$ cat src/rtl/cstate_pkg.sv
package cstate_pkg;

    typedef enum logic [3:0] {
        S_RUN,
        S_GATE,
        S_L1FL,
        S_PLLOFF,
        S_L2FL,
        S_PWROFF,
        S_SLEEP,
        S_WAKE,
        S_PWRON,
        S_LOCK
    } seq_state_t;

    typedef enum logic [1:0] {
        LV_RUN   = 2'd0,
        LV_LIGHT = 2'd1,
        LV_DEEP  = 2'd2,
        LV_OFF   = 2'd3
    } level_t;

    function automatic int unsigned max3(int unsigned a, int unsigned b, int unsigned c);
        int unsigned m;
        m = (a > b) ? a : b;
        return (m > c) ? m : c;
    endfunction

endpackage

$ cat src/rtl/cstate_timer.sv
module cstate_timer #(
    parameter int unsigned W = 8
) (
    input  logic         clk,
    input  logic         rst_n,
    input  logic         load,
    input  logic [W-1:0] load_val,
    output logic         expired
);
    logic [W-1:0] cnt;

    always_ff @(posedge clk or negedge rst_n) begin
        if (!rst_n) begin
            cnt <= '0;
        end else if (load) begin
            cnt <= load_val;
        end else if (cnt != '0) begin
            cnt <= cnt - 1'b1;
        end
    end

    assign expired = (cnt == '0);

endmodule

$ cat src/rtl/cstate_fsm.sv
module cstate_fsm
    import cstate_pkg::*;
#(
    parameter int unsigned WAKE_L1  = 8,
    parameter int unsigned WAKE_L2  = 24,
    parameter int unsigned WAKE_L3  = 64,
    parameter int unsigned LOCK_CYC = 12,
    parameter int unsigned TW       = 7
) (
    input  logic          clk,
    input  logic          rst_n,
    input  logic [1:0]    req_level,
    input  logic          wake,
    input  logic          l1_done,
    input  logic          l2_done,
    input  logic          tmr_expired,
    output logic          tmr_load,
    output logic [TW-1:0] tmr_val,
    output logic          core_clk_en,
    output logic          pll_en,
    output logic          l1_flush_req,
    output logic          l2_flush_req,
    output logic          l1_pwr_en,
    output logic          l2_pwr_en,
    output logic [1:0]    cur_level
);
    seq_state_t st, nxt;
    level_t     tgt;
    level_t     cur;
    logic [1:0] reach;
    logic       pll_dn;
    logic       pwr_dn;

    // next-state logic
    always_comb begin
        nxt = st;
        unique case (st)
            S_RUN:    if (!wake && req_level != LV_RUN) nxt = S_GATE;
            S_GATE:   nxt = wake ? S_WAKE : S_L1FL;
            S_L1FL: begin
                if (wake)         nxt = S_WAKE;
                else if (l1_done) nxt = (tgt == LV_LIGHT) ? S_SLEEP : S_PLLOFF;
            end
            S_PLLOFF: nxt = wake ? S_WAKE : S_L2FL;
            S_L2FL: begin
                if (wake)         nxt = S_WAKE;
                else if (l2_done) nxt = (tgt == LV_DEEP) ? S_SLEEP : S_PWROFF;
            end
            S_PWROFF: nxt = wake ? S_WAKE : S_SLEEP;
            S_SLEEP:  if (wake) nxt = S_WAKE;
            S_WAKE: begin
                if (tmr_expired) begin
                    if (pwr_dn)      nxt = S_PWRON;
                    else if (pll_dn) nxt = S_LOCK;
                    else             nxt = S_RUN;
                end
            end
            S_PWRON:  nxt = pll_dn ? S_LOCK : S_RUN;
            S_LOCK:   if (tmr_expired) nxt = S_RUN;
            default:  nxt = S_RUN;
        endcase
    end

    // timer load selection: wake delay by depth reached, or PLL lock count
    always_comb begin
        tmr_load = ((nxt == S_WAKE) && (st != S_WAKE)) ||
                   ((nxt == S_LOCK) && (st != S_LOCK));
        if (nxt == S_LOCK) begin
            tmr_val = TW'(LOCK_CYC);
        end else begin
            unique case (reach)
                2'd1:    tmr_val = TW'(WAKE_L1);
                2'd2:    tmr_val = TW'(WAKE_L2);
                default: tmr_val = TW'(WAKE_L3);
            endcase
        end
    end

    // state register and sequencing flags
    always_ff @(posedge clk or negedge rst_n) begin
        if (!rst_n) begin
            st     <= S_RUN;
            tgt    <= LV_RUN;
            cur    <= LV_RUN;
            reach  <= 2'd0;
            pll_dn <= 1'b0;
            pwr_dn <= 1'b0;
        end else begin
            st <= nxt;
            if (st == S_RUN && nxt == S_GATE) begin
                tgt   <= level_t'(req_level);
                reach <= 2'd1;
            end
            if (st != S_PLLOFF && nxt == S_PLLOFF) begin
                pll_dn <= 1'b1;
                reach  <= 2'd2;
            end
            if (st != S_PWROFF && nxt == S_PWROFF) begin
                pwr_dn <= 1'b1;
                reach  <= 2'd3;
            end
            if (nxt == S_PWRON) pwr_dn <= 1'b0;
            if (st != S_LOCK && nxt == S_LOCK) pll_dn <= 1'b0;
            if (st != S_SLEEP && nxt == S_SLEEP) cur <= tgt;
            if (st != S_RUN && nxt == S_RUN) begin
                cur   <= LV_RUN;
                reach <= 2'd0;
            end
        end
    end

    // outputs
    always_comb begin
        core_clk_en  = (st == S_RUN);
        pll_en       = !pll_dn;
        l1_pwr_en    = !pwr_dn;
        l2_pwr_en    = !pwr_dn;
        l1_flush_req = (st == S_L1FL);
        l2_flush_req = (st == S_L2FL);
        cur_level    = cur;
    end

    AST_ONE_FLUSH: assert property (@(posedge clk) disable iff (!rst_n)
        !(l1_flush_req && l2_flush_req));

    AST_ABORT_DROP: assert property (@(posedge clk) disable iff (!rst_n)
        (wake && (l1_flush_req || l2_flush_req)) |=> !(l1_flush_req || l2_flush_req));

endmodule

$ cat src/rtl/cstate_seq.sv
module cstate_seq
    import cstate_pkg::*;
#(
    parameter int unsigned WAKE_L1  = 8,
    parameter int unsigned WAKE_L2  = 24,
    parameter int unsigned WAKE_L3  = 64,
    parameter int unsigned LOCK_CYC = 12
) (
    input  logic       clk,
    input  logic       rst_n,
    input  logic [1:0] req_level,
    input  logic       wake,
    input  logic       l1_flush_done,
    input  logic       l2_flush_done,
    output logic       core_clk_en,
    output logic       pll_en,
    output logic       l1_flush_req,
    output logic       l2_flush_req,
    output logic       l1_pwr_en,
    output logic       l2_pwr_en,
    output logic [1:0] cur_level
);
    localparam int unsigned TMAX = max3(WAKE_L3, LOCK_CYC, max3(WAKE_L1, WAKE_L2, 1));
    localparam int unsigned TW   = $clog2(TMAX + 1);
    localparam int unsigned LW   = $clog2(LOCK_CYC + 1);

    logic          tmr_load;
    logic [TW-1:0] tmr_val;
    logic          tmr_expired;

    cstate_timer #(.W(TW)) u_timer (
        .clk      (clk),
        .rst_n    (rst_n),
        .load     (tmr_load),
        .load_val (tmr_val),
        .expired  (tmr_expired)
    );

    cstate_fsm #(
        .WAKE_L1  (WAKE_L1),
        .WAKE_L2  (WAKE_L2),
        .WAKE_L3  (WAKE_L3),
        .LOCK_CYC (LOCK_CYC),
        .TW       (TW)
    ) u_fsm (
        .clk          (clk),
        .rst_n        (rst_n),
        .req_level    (req_level),
        .wake         (wake),
        .l1_done      (l1_flush_done),
        .l2_done      (l2_flush_done),
        .tmr_expired  (tmr_expired),
        .tmr_load     (tmr_load),
        .tmr_val      (tmr_val),
        .core_clk_en  (core_clk_en),
        .pll_en       (pll_en),
        .l1_flush_req (l1_flush_req),
        .l2_flush_req (l2_flush_req),
        .l1_pwr_en    (l1_pwr_en),
        .l2_pwr_en    (l2_pwr_en),
        .cur_level    (cur_level)
    );

    // observation state for assertions: flush completion and PLL-on time
    logic          l1_clean, l2_clean;
    logic [LW-1:0] pll_on_cnt;

    always_ff @(posedge clk or negedge rst_n) begin
        if (!rst_n) begin
            l1_clean   <= 1'b0;
            l2_clean   <= 1'b0;
            pll_on_cnt <= LW'(LOCK_CYC);
        end else begin
            if (core_clk_en) begin
                l1_clean <= 1'b0;
                l2_clean <= 1'b0;
            end else begin
                if (l1_flush_req && l1_flush_done) l1_clean <= 1'b1;
                if (l2_flush_req && l2_flush_done) l2_clean <= 1'b1;
            end
            if (!pll_en)                        pll_on_cnt <= '0;
            else if (pll_on_cnt < LW'(LOCK_CYC)) pll_on_cnt <= pll_on_cnt + 1'b1;
        end
    end

    AST_GATE_BEFORE_FLUSH: assert property (@(posedge clk) disable iff (!rst_n)
        (l1_flush_req || l2_flush_req) |-> !core_clk_en);

    AST_L2_AFTER_PLL: assert property (@(posedge clk) disable iff (!rst_n)
        l2_flush_req |-> !pll_en);

    AST_PWR_AFTER_FLUSH: assert property (@(posedge clk) disable iff (!rst_n)
        ($fell(l1_pwr_en) || $fell(l2_pwr_en)) |-> (l1_clean && l2_clean));

    AST_PLL_GATED: assert property (@(posedge clk) disable iff (!rst_n)
        !pll_en |-> !core_clk_en);

    AST_UNGATE_AFTER_LOCK: assert property (@(posedge clk) disable iff (!rst_n)
        $rose(core_clk_en) |-> (pll_en && pll_on_cnt >= LW'(LOCK_CYC)));

    AST_LEVEL_SETTLED: assert property (@(posedge clk) disable iff (!rst_n)
        (cur_level != 2'd0) |-> (!l1_flush_req && !l2_flush_req && !core_clk_en));

endmodule

$ cat config.mk
export PLATFORM = sky130hd
export DESIGN_NAME = cstate_seq
export DESIGN_NICKNAME = d
export VERILOG_FILES = /design/src/rtl/cstate_pkg.sv /design/src/rtl/cstate_timer.sv /design/src/rtl/cstate_fsm.sv /design/src/rtl/cstate_seq.sv
export SDC_FILE = /design/constraint.sdc
export NUM_CORES = 1
export LEC_CHECK = 0
export ABC_CLOCK_PERIOD_IN_PS = 2900
export BUFFER_PORTS_ARGS = -buffer_cell sky130_fd_sc_hd__buf_2
export CORE_UTILIZATION = 39
export CTS_BUF_LIST = sky130_fd_sc_hd__clkbuf_2 sky130_fd_sc_hd__clkbuf_4 sky130_fd_sc_hd__clkbuf_8
export CTS_CLUSTER_DIAMETER = 60
export CTS_CLUSTER_SIZE = 30
export DETAILED_ROUTE_END_ITERATION = 10
export HOLD_SLACK_MARGIN = 0.12
export SLEW_MARGIN = 40
export SYNTH_ARGS = -nofsm -noshare
export SYNTH_HDL_FRONTEND = slang
export SYNTH_HIERARCHICAL = 1
export SYNTH_SLANG_ARGS = --single-unit
$ cat constraint.sdc
create_clock -name clk -period 2.9 [get_ports clk]
set_clock_uncertainty 0.1 [all_clocks]
set_input_delay 0.58 -clock clk [delete_from_list [all_inputs] [get_ports clk]]
set_output_delay 0.58 -clock clk [all_outputs]
set_load 0.02 [all_outputs]
# Word-level counts from Yosys, hierarchy flattened
# Index checks and enable logic that the tools add are counted.
# op_classes
eq_ne	25
n_reduce_logical	23
shifts	0
mul	0
n_lt_le_gt_ge	0
bitwise_logic	0
mux	30
n_div	0
addsub	1
# op_table
op	count
two-way mux 4 bit	10
one-hot mux 4 bit (10 select lines)	1
== test 4 x 3 -> 1 bit (second input constant)	7
two-way mux 7 bit	3
== test 4 bit (second input constant)	4
two-way mux 2 bit	8
one-hot mux 7 bit (2 select lines)	1
== test 4 x 2 -> 1 bit (second input constant)	3
!= test 4 x 3 -> 1 bit (second input constant)	3
nonzero test 2 bit	5
== test 4 x 1 -> 1 bit (second input constant)	2
logical AND 1 bit	8
logical NOT 4 bit	2
nonzero test 4 bit	2
logical NOT 7 bit	1
nonzero test 7 bit	1
subtractor 7 x 1 -> 7 bit (second input constant)	1
two-way mux 3 bit	2
two-way mux 1 bit	5
== test 2 x 1 -> 1 bit (second input constant)	2
== test 2 bit (second input constant)	2
!= test 4 x 2 -> 1 bit (second input constant)	1
!= test 4 bit (second input constant)	1
logical NOT 1 bit	3
logical OR 1 bit	1
# totals
in_bits	7
mem_count	0
output_inout_bits	8
ff_bits	19
latch_bits	0
ram_bits	0
word_cells	86
romBits	0

# Longest topological paths before layout
# Gate-level depths: netlist of the first run.
# depth
word_depth	11
ltp_mapped	14

# Modules after synthesis
# The synthesis of the first run kept the hierarchy.
# by_module_without_submodules
mod	cells_each	n_inst	area_per_inst_um2
cstate_fsm	106	1	892.1
cstate_timer	45	1	447.9

# Least setup slack after synthesis of the first run
# No wires, ideal clock.
# synth_path
path_type	reg2reg
start	register u_fsm.st[3]
end	register u_timer.cnt[5]
setup_ns	0.077
period_less_slack_ns	3.050
setup_slack_ns	-0.150
n_path_buf	2
path_stages_with_launch	12
arrival_time_ns	2.873
required_ns	2.723
cell_sequence	dfrtp_1 -> buf_6 -> nor4b_1 -> o21ai_0 -> o311a_1 -> inv_1 -> and2_1 -> o21ai_0 -> a21oi_1 -> clkbuf_1 -> a41oi_1 -> a21oi_1
# synth_rtl
element	line_no	text
start, declared	cstate_fsm.sv:27	seq_state_t st, nxt;
start signal, assigned	cstate_fsm.sv:89	st <= nxt;
== test 4 x 2 -> 1 bit *	-	
via l1_flush_req	cstate_seq.sv:17	output logic l1_flush_req,
one-hot mux 4 bit (10 select lines) *	cstate_fsm.sv:37	unique case (st)
via u_fsm.nxt[2]	cstate_fsm.sv:27	
== test 4 x 3 -> 1 bit / == test 4 bit (equally long branches)	cstate_fsm.sv:66, cstate_fsm.sv:67	
logical AND 1 bit (on tied branches)	cstate_fsm.sv:66, cstate_fsm.sv:67	
logical OR 1 bit *	cstate_fsm.sv:66	tmr_load = ((nxt == S_WAKE) && (st != S_WAKE)) ||
via tmr_load	cstate_seq.sv:27	logic tmr_load;
two-way mux 7 bit / nonzero test 2 bit (equally long branches)	-	
end signal, assigned	cstate_timer.sv:16	cnt <= load_val;
end signal, assigned	cstate_timer.sv:18	cnt <= cnt - 1'b1;
end, declared	cstate_timer.sv:10	logic [W-1:0] cnt;
# Mark *: on every way through the listed nets, which the timed path passes. The rest lies on a longest branch.
# A chain may end at the register's enable or synchronous reset.

# Worst setup path after layout of the first run
# layout_path
start	register u_timer.cnt[0]
end	register u_fsm.cur[0], in the netlist u_fsm/cur_level[0]
# layout_between
elab_chain_len	6
# layout_lines
element	line_no	text
logical NOT 7 bit *	cstate_timer.sv:22	assign expired = (cnt == '0);
via tmr_expired	cstate_seq.sv:29	logic tmr_expired;
two-way mux 4 bit (on tied branches)	cstate_fsm.sv:59, cstate_fsm.sv:52	
one-hot mux 4 bit (10 select lines) *	cstate_fsm.sv:37	
== test 4 x 3 -> 1 bit / logical NOT 4 bit (equally long branches)	cstate_fsm.sv:104, cstate_fsm.sv:105	
logical AND 1 bit (on tied branches)	cstate_fsm.sv:104, cstate_fsm.sv:105	
nonzero test 2 bit (no line) / two-way mux 2 bit (equally long branches)	-	
end signal, assigned	cstate_fsm.sv:104	if (st != S_SLEEP && nxt == S_SLEEP) cur <= tgt;
end, declared	cstate_fsm.sv:29	level_t cur;
# Marked as above.

==> flow_metrics.py, run 1 <==
metrics = {
    "timing": {
        "maxSlewHeadroom_pct": 62.0,
        "setup_tns_ns": 0,
        "tightest_slew_ns": 0.568,
        "hold_viol": 0,
        "slew_violations": 0,
        "period_needed_ns": 2.71,
        "fmax_mhz": 369,
        "layout_setup_ws_ns": 0.190,
        "period_share_pct": 93.4,
        "grt_setup_unrepaired": "false",
        "finalSetupViolations": 0,
    },
    "synth": {
        "ys_seq_elements": 19,
        "synth_mux_area_share_pct": 0.840,
        "synth_area_um2": 1340,
        "synthCells": 151,
        "yosysSeqAreaShare_pct": 35.5,
        "synth_xor_area_share_pct": 1.96,
        "synthAdderAreaFrac_pct": 3.55,
        "yosysUniqueCellTypes": 52,
        "synth-compound-area-share_pct": 24.3,
        "synth_top_family_by_area": "compound AO/OA/AOI/OAI gates",
        "synth_simple_gate_area_share_pct": 24.1,
        "yosys_warnings": 6,
        "post_synth.cell_area_avg_um2": 8.87,
    },
    "global_routing": {
        "antenna_found_initial": 0,
        "grtUsageTotal_pct": 18.3,
        "grt_pass1_wl_mm": 4.97,
        "overflow": 0,
        "grt_max_degree": 20,
        "grt_pass1_vias": 1086,
    },
    "drt": {
        "drt-pass1-iter-count": 4,
        "via_per_inst": 5.42,
        "drcViolationCount": 0,
        "wl_met3_um": 82,
        "num_vias": 1177,
        "top_layer_used": "met4",
        "drtIter0Drc": 87,
        "wl_met2_mm": 1.54,
        "wl_met1_mm": 1.28,
        "post_drt_wl_per_cell_um": 13.6,
        "ant_nets": 0,
        "routed_wl_mm": 2.96,
    },
    "final_layout": {
        "antenna_cells": 0,
        "final_nets": 184,
        "area_delta_synth_final_pct": 15.0,
        "post-route-util_pct": 48.9,
        "final_layout_size_suffix_gt1_share_pct": 24.9,
        "num-fill-cells": 345,
    },
    "cts": {
        "cts.sinks": 19,
        "cts_inserted_buffers": 3,
        "cts_buffer_depth": 2,
        "clock-root-buffer": "clkbuf_4",
        "clk_latency_ns": 0.31,
        "clk_pin_slew_ns": 0.12,
        "cts.htree.levels": 1,
        "cts_tree": "done",
    },
    "setup_path": {
        "start_kind": "register",
        "cpPeakStageDelay_ns": 0.41,
        "cp.required_ns": 3.00,
        "worst-path-max-fanout": 7,
        "reg2reg_slack_ns": 0.19,
        "cp_num_buf_inv": 2,
        "crit_family": "simple AND/OR/NAND/NOR gates",
        "worstPathCellList": "inv_1 -> ha_1 -> nand2b_1 -> nor2_4 -> nand3_1 -> nor2_1 -> a221o_2 -> nor3_4 -> buf_4 -> a21boi_0 -> o2bb2ai_1",
        "endpoint_kind": "register",
        "crit_path_top_delay_cell": "dfrtp_1",
        "crit_arrival_ns": 2.81,
        "path_class": "reg2reg",
    },
    "floorplanning": {
        "die_h_um": 60.6,
        "core_um2": 3150,
        "fp-row-count": 20,
        "boundaryPins": 15,
        "initial_utilization_pct": 42.5,
        "die_w_um": 60.6,
        "dieArea_um2": 3670,
    },
    "power": {
        "ir_worst_vdd_mv": 0.429,
        "powerDensity_nw_per_um2": 1120,
        "p_leak_nw": 0.713,
    },
    "placed_design": {
        "numPortBuffers": 14,
        "dp_slack_ns": 0.0884,
        "dpl.hpwl_mm": 2.27,
        "gp_congestion": 0.912,
    },
    "flow_run": {
        "maxCapViolCount": 0,
    },
    "hold_path": {
        "hold_path.class": "in2reg",
    },
    "outcome": {
        "outcome": "completed",
    },
}
-- state kept, by name (all words and copies together), names as in the netlist --
register         flops
u_fsm/pwr_dn         1
u_fsm/pll_dn         1
u_timer/cnt          7
u_fsm/reach          2
u_fsm/st             4
u_fsm/cur_level      2
u_fsm/tgt            2
-- through the flow --
| step | hold WS [ns] | cells | area [um^2] | total power [mW] |
|---|---|---|---|---|
| after floorplan | 0.184 | 153 | 1350 | 1.16 |
| after global placement | 0.397 | 210 | 1480 | 1.54 |
| after detailed placement | 0.400 | 210 | 1480 | 1.56 |
| after CTS | 0.374 | 215 | 1520 | 1.70 |
| after global routing | 0.396 | 217 | 1540 | 1.89 |
| final | 0.383 | 217 | 1540 | 1.73 |
-- worst paths after layout --
kind,end,from,cells after the start
max,u_fsm/cur_level[0],u_timer/cnt[0],11
min,u_fsm/tgt[1],req_level[1],3
max reg2reg,u_fsm/cur_level[0],u_timer/cnt[0],11
min reg2reg,u_fsm/cur_level[1],u_fsm/cur_level[1],2
max in group asynchronous,u_timer/cnt[4],rst_n,2
min in group asynchronous,u_timer/cnt[1],rst_n,2
-- per-layer routing --
| layer | vias up | track usage, % |
|---|---|---|
| met2 | 24 | 31.7 |
| li1 | 580 | - |
| met5 | - | 0 |
| met3 | 5 | 1.92 |
| met1 | 568 | 22.4 |
| met4 | 0 | 9.42 |
-- layout make-up --
class | count | area [um^2] | area share, %
clock buffers | 3 | 22.5 | 1.46
clock inverters | 1 | 5.00 | 0.325
inverters | 17 | 63.8 | 4.14
multi-input cells | 107 | 757 | 49.1
flip-flops and latches | 19 | 475 | 30.8
well taps | 44 | 55.1 | 3.57
repair buffers | 26 | 163 | 10.6
-- cells in the final DEF, fill, tap and decap left out, drive strengths merged, types with 3 or more instances in the layout --
cell     instances
buf             25
ha               3
or4              4
nor3             3
nand2           10
nor2b            9
xnor2            3
nor2             9
o21ai           12
a21oi            6
clkbuf           3
inv             17
dfrtp           19
o2bb2ai          3
conb             3
a31oi            3
a21o             3
o31ai            4
-- report_power, final --
group          total (mW)  switching [mW]  internal, mW
clock               0.138          0.0865        0.0515
sequential          0.512           0.128         0.385
combinational        1.08           0.578         0.501
total                1.73           0.792         0.937
-- repair_timing --
action	CTS	global route
hold buffers	1	0
resized for setup	0	1
buffers inserted	0	2
hold endpoints to repair	19	0
setup endpoints to repair	0	5
-- cell usage after synthesis, drive strengths merged --
library cell / count / area, um^2
o32ai: 1 / 16.3
a21oi: 6 / 30.0
nor2: 9 / 41.3
and3: 2 / 12.5
and3b: 1 / 8.76
a221oi: 2 / 23.8
nor3: 3 / 31.3
dfrtp: 19 / 475
nand3: 2 / 10.0
o311a: 1 / 10.0
buf: 8 / 56.3
a31oi: 3 / 18.8
clkbuf: 2 / 7.51
o21bai: 1 / 7.51
a21o: 3 / 22.5
xnor2: 3 / 26.3
nand2b: 2 / 12.5
inv: 17 / 63.8
o21ai: 12 / 63.8
nor3b: 2 / 15.0
o22ai: 2 / 12.5
a21boi: 1 / 7.51
or4: 4 / 41.3
conb: 1 / 3.75
mux2: 1 / 11.3
nor2b: 9 / 56.3
a221o: 1 / 11.3
ha: 3 / 37.5
a41oi: 1 / 8.76
nand4b: 1 / 8.76
a22o: 1 / 8.76
o2bb2ai: 3 / 26.3
or2: 1 / 6.26
nand3b: 1 / 7.51
a32oi: 1 / 8.76
and2: 2 / 12.5
maj3: 1 / 10.0
o31ai: 4 / 30.0
o2111ai: 1 / 8.76
nor4: 1 / 12.5
nand2: 10 / 37.5
a32o: 1 / 10.0
nor4b: 1 / 8.76
-- worst min-delay path: stages --
cell and delay, ns:
buf_2 0.09, nand2_1 0.04, o21ai_0 0.06
-- cell families (layout without fill, tap and decap cells) --
| kind of cell | Yosys count | count (layout) |
|---|---|---|
| AOI/OAI and AO/OA | 45 | 45 |
| DFF | 19 | 19 |
| other | 1 | 3 |
| adders and majority gates | 4 | 4 |
| muxes | 1 | 1 |
| xor gates and xnor gates | 3 | 3 |
| and+or+nand+nor | 51 | 51 |
| buffers and inverters | 27 | 47 |
(Power assumes the default switching activity.)
==> inputs of run 2 (changes only) <==
--- a/config.mk
+++ b/config.mk
@@ -13,6 +13,7 @@
 export CTS_CLUSTER_SIZE = 30
 export DETAILED_ROUTE_END_ITERATION = 10
 export HOLD_SLACK_MARGIN = 0.12
+export REMOVE_ABC_BUFFERS = 1
 export SLEW_MARGIN = 40
 export SYNTH_ARGS = -nofsm -noshare
 export SYNTH_HDL_FRONTEND = slang
==> flow_metrics.py, run 2 (synthesis gave the netlist of run 1 again) <==
metrics = {
    "outcome": {
        "outcome": "completed",
    },
    "setup_path": {
        "reg2reg_depth": 11,
        "crit_path_top_delay_cell": "or4_4",
        "crit_top_cell": "buf_4",
        "endpoint_kind": "register",
        "worst-path-max-fanout": 14,
        "r2r-start": "u_timer/cnt[3]",
        "reg2reg_to": "u_timer/cnt[1]",
        "crit_arrival_ns": 2.82,
        "start_kind": "register",
        "cp-endpoint": "u_timer/cnt[1]",
        "critPathLaunch": "u_timer/cnt[3]",
        "path_class": "reg2reg",
        "reg2reg_slack_ns": 0.19,
        "cp.required_ns": 3.01,
        "worstPathCellList": "or4_4 -> nor2_4 -> nand3_1 -> nor2_2 -> a221oi_1 -> buf_4 -> a21o_1 -> a21oi_1 -> buf_4 -> a31oi_1 -> a22o_1",
        "cpPeakStageDelay_ns": 0.59,
    },
    "cts": {
        "cts_buffer_depth": 2,
        "cts_inserted_buffers": 3,
        "cts_tree": "done",
        "clk_pin_slew_ns": 0.12,
        "clk_latency_ns": 0.30,
        "clock-root-buffer": "clkbuf_4",
        "cts.sinks": 19,
        "cts.htree.levels": 1,
    },
    "final_layout": {
        "layout_common_cells": "dfrtp_1, inv_1, buf_2, buf_4, nand2_1",
        "largest_reg_flops": 7,
        "final_common_cell": "dfrtp_1",
        "instances_no_fill": 217,
        "area_delta_synth_final_pct": 14.8,
        "regMostFlops": "u_timer/cnt",
        "final_layout_size_suffix_gt1_share_pct": 26.0,
        "antenna_cells": 0,
        "final_nets": 184,
        "reg.largest.list": "u_timer/cnt: 7 flops, u_fsm/st: 4 flops",
        "num-fill-cells": 328,
    },
    "global_routing": {
        "overflow": 0,
        "grt_pass1_vias": 1074,
        "grt_pass1_wl_mm": 4.86,
        "grt_max_degree": 20,
        "grtUsageTotal_pct": 17.9,
        "antenna_found_initial": 0,
    },
    "floorplanning": {
        "fp-row-count": 20,
        "core_um2": 3150,
        "boundaryPins": 15,
        "dieArea_um2": 3670,
        "die_w_um": 60.6,
        "die_h_um": 60.6,
        "initial_utilization_pct": 42.5,
    },
    "power": {
        "powerDensity_nw_per_um2": 1120,
        "p_leak_nw": 0.713,
        "ir_worst_vdd_mv": 0.463,
    },
    "placed_design": {
        "dpl.hpwl_mm": 2.19,
        "gp_congestion": 0.900,
        "dpl.cell_count": 208,
        "dp_slack_ns": 0.107,
        "numPortBuffers": 14,
    },
    "timing": {
        "period_share_pct": 93.5,
        "slew_violations": 0,
        "maxSlewHeadroom_pct": 55.9,
        "fin_hold_ws_ns": 0.387,
        "finalSetupViolations": 0,
        "grt_setup_unrepaired": "false",
        "hold_viol": 0,
        "period_needed_ns": 2.71,
        "layout_setup_ws_ns": 0.189,
        "tightest_slew_ns": 0.660,
        "fmax_mhz": 369,
    },
    "flow_run": {
        "maxCapViolCount": 0,
    },
    "drt": {
        "via_per_inst": 5.52,
        "num_vias": 1197,
        "ant_nets": 0,
        "drcViolationCount": 0,
        "routed_wl_mm": 3.07,
        "drt-pass1-iter-count": 4,
        "post_drt_wl_per_cell_um": 14.1,
        "drtIter0Drc": 74,
    },
    "hold_path": {
        "hold_path.class": "in2reg",
    },
}
run 2: cell counts in the layout (fill, tap and decap cells not counted):
No cell type changed its count.
run 2: critical path: cells and delay by family, from the launching register on:
| family | cells | cell delay (ns) |
|---|---|---|
| DFF | 1 | 0.40 |
| and+or+nand+nor | 4 | 1.08 |
| AOI/OAI and AO/OA | 5 | 0.66 |
| buffers and inverters | 2 | 0.40 |
run 2: report_power, final:
group | internal, mW | switching, mW | total (mW)
Sequential | 0.385 | 0.140 | 0.524
Clock | 0.0514 | 0.0847 | 0.136
Combinational | 0.495 | 0.573 | 1.07
run 2: what timing repair did:
action | in CTS | in global routing
gates resized for setup | 0 | 4
setup endpoints to repair | 0 | 9
hold buffers | 1 | 0
setup buffers | 0 | 4
endpoints found under the hold margin | 19 | 0
run 2: area by class of cell:
cell class	count	area [um^2]	area share [%]
clock buffers	3	22.5	1.46
clock inverters	1	5.00	0.325
inverters	17	63.8	4.15
multi-input cells	107	754	49.0
flip-flops and latches	19	475	30.9
well taps	44	55.1	3.58
repair buffers	26	163	10.6
run 2: through the flow:
stage	TNS (ns)	power, mW	instance area (um^2)	utilization (%)
after global placement	0	1.37	1460	46.3
after floorplan	-1.70	1.12	1280	-
after global routing	0	1.89	1540	48.8
after CTS	0	1.53	1500	47.5
after detailed placement	0	1.38	1460	46.3
final	0	1.73	1540	48.8
run 2: worst min path at each step:
stage / cells past startpoint / slack [ns] / from / to
floorplan: 0 / 0.18 / rst_n / u_fsm/cur_level[0]
global placement: 2 / 0.40 / u_fsm/cur_level[0] / u_fsm/cur_level[0]
detailed placement: 2 / 0.41 / u_fsm/cur_level[0] / u_fsm/cur_level[0]
CTS: 3 / 0.38 / req_level[1] / u_fsm/tgt[1]
global route: 3 / 0.39 / req_level[1] / u_fsm/tgt[1]
finish: 3 / 0.39 / req_level[1] / u_fsm/tgt[1]
run 2: metal layers:
layer	vias up	share of wire [%]	track usage [%]
met2	44	48	28.9
met1	569	47	24.0
met3	4	4.0	3.84
met4	0	0.75	5.52
met5	-	0	0
li1	580	-	-
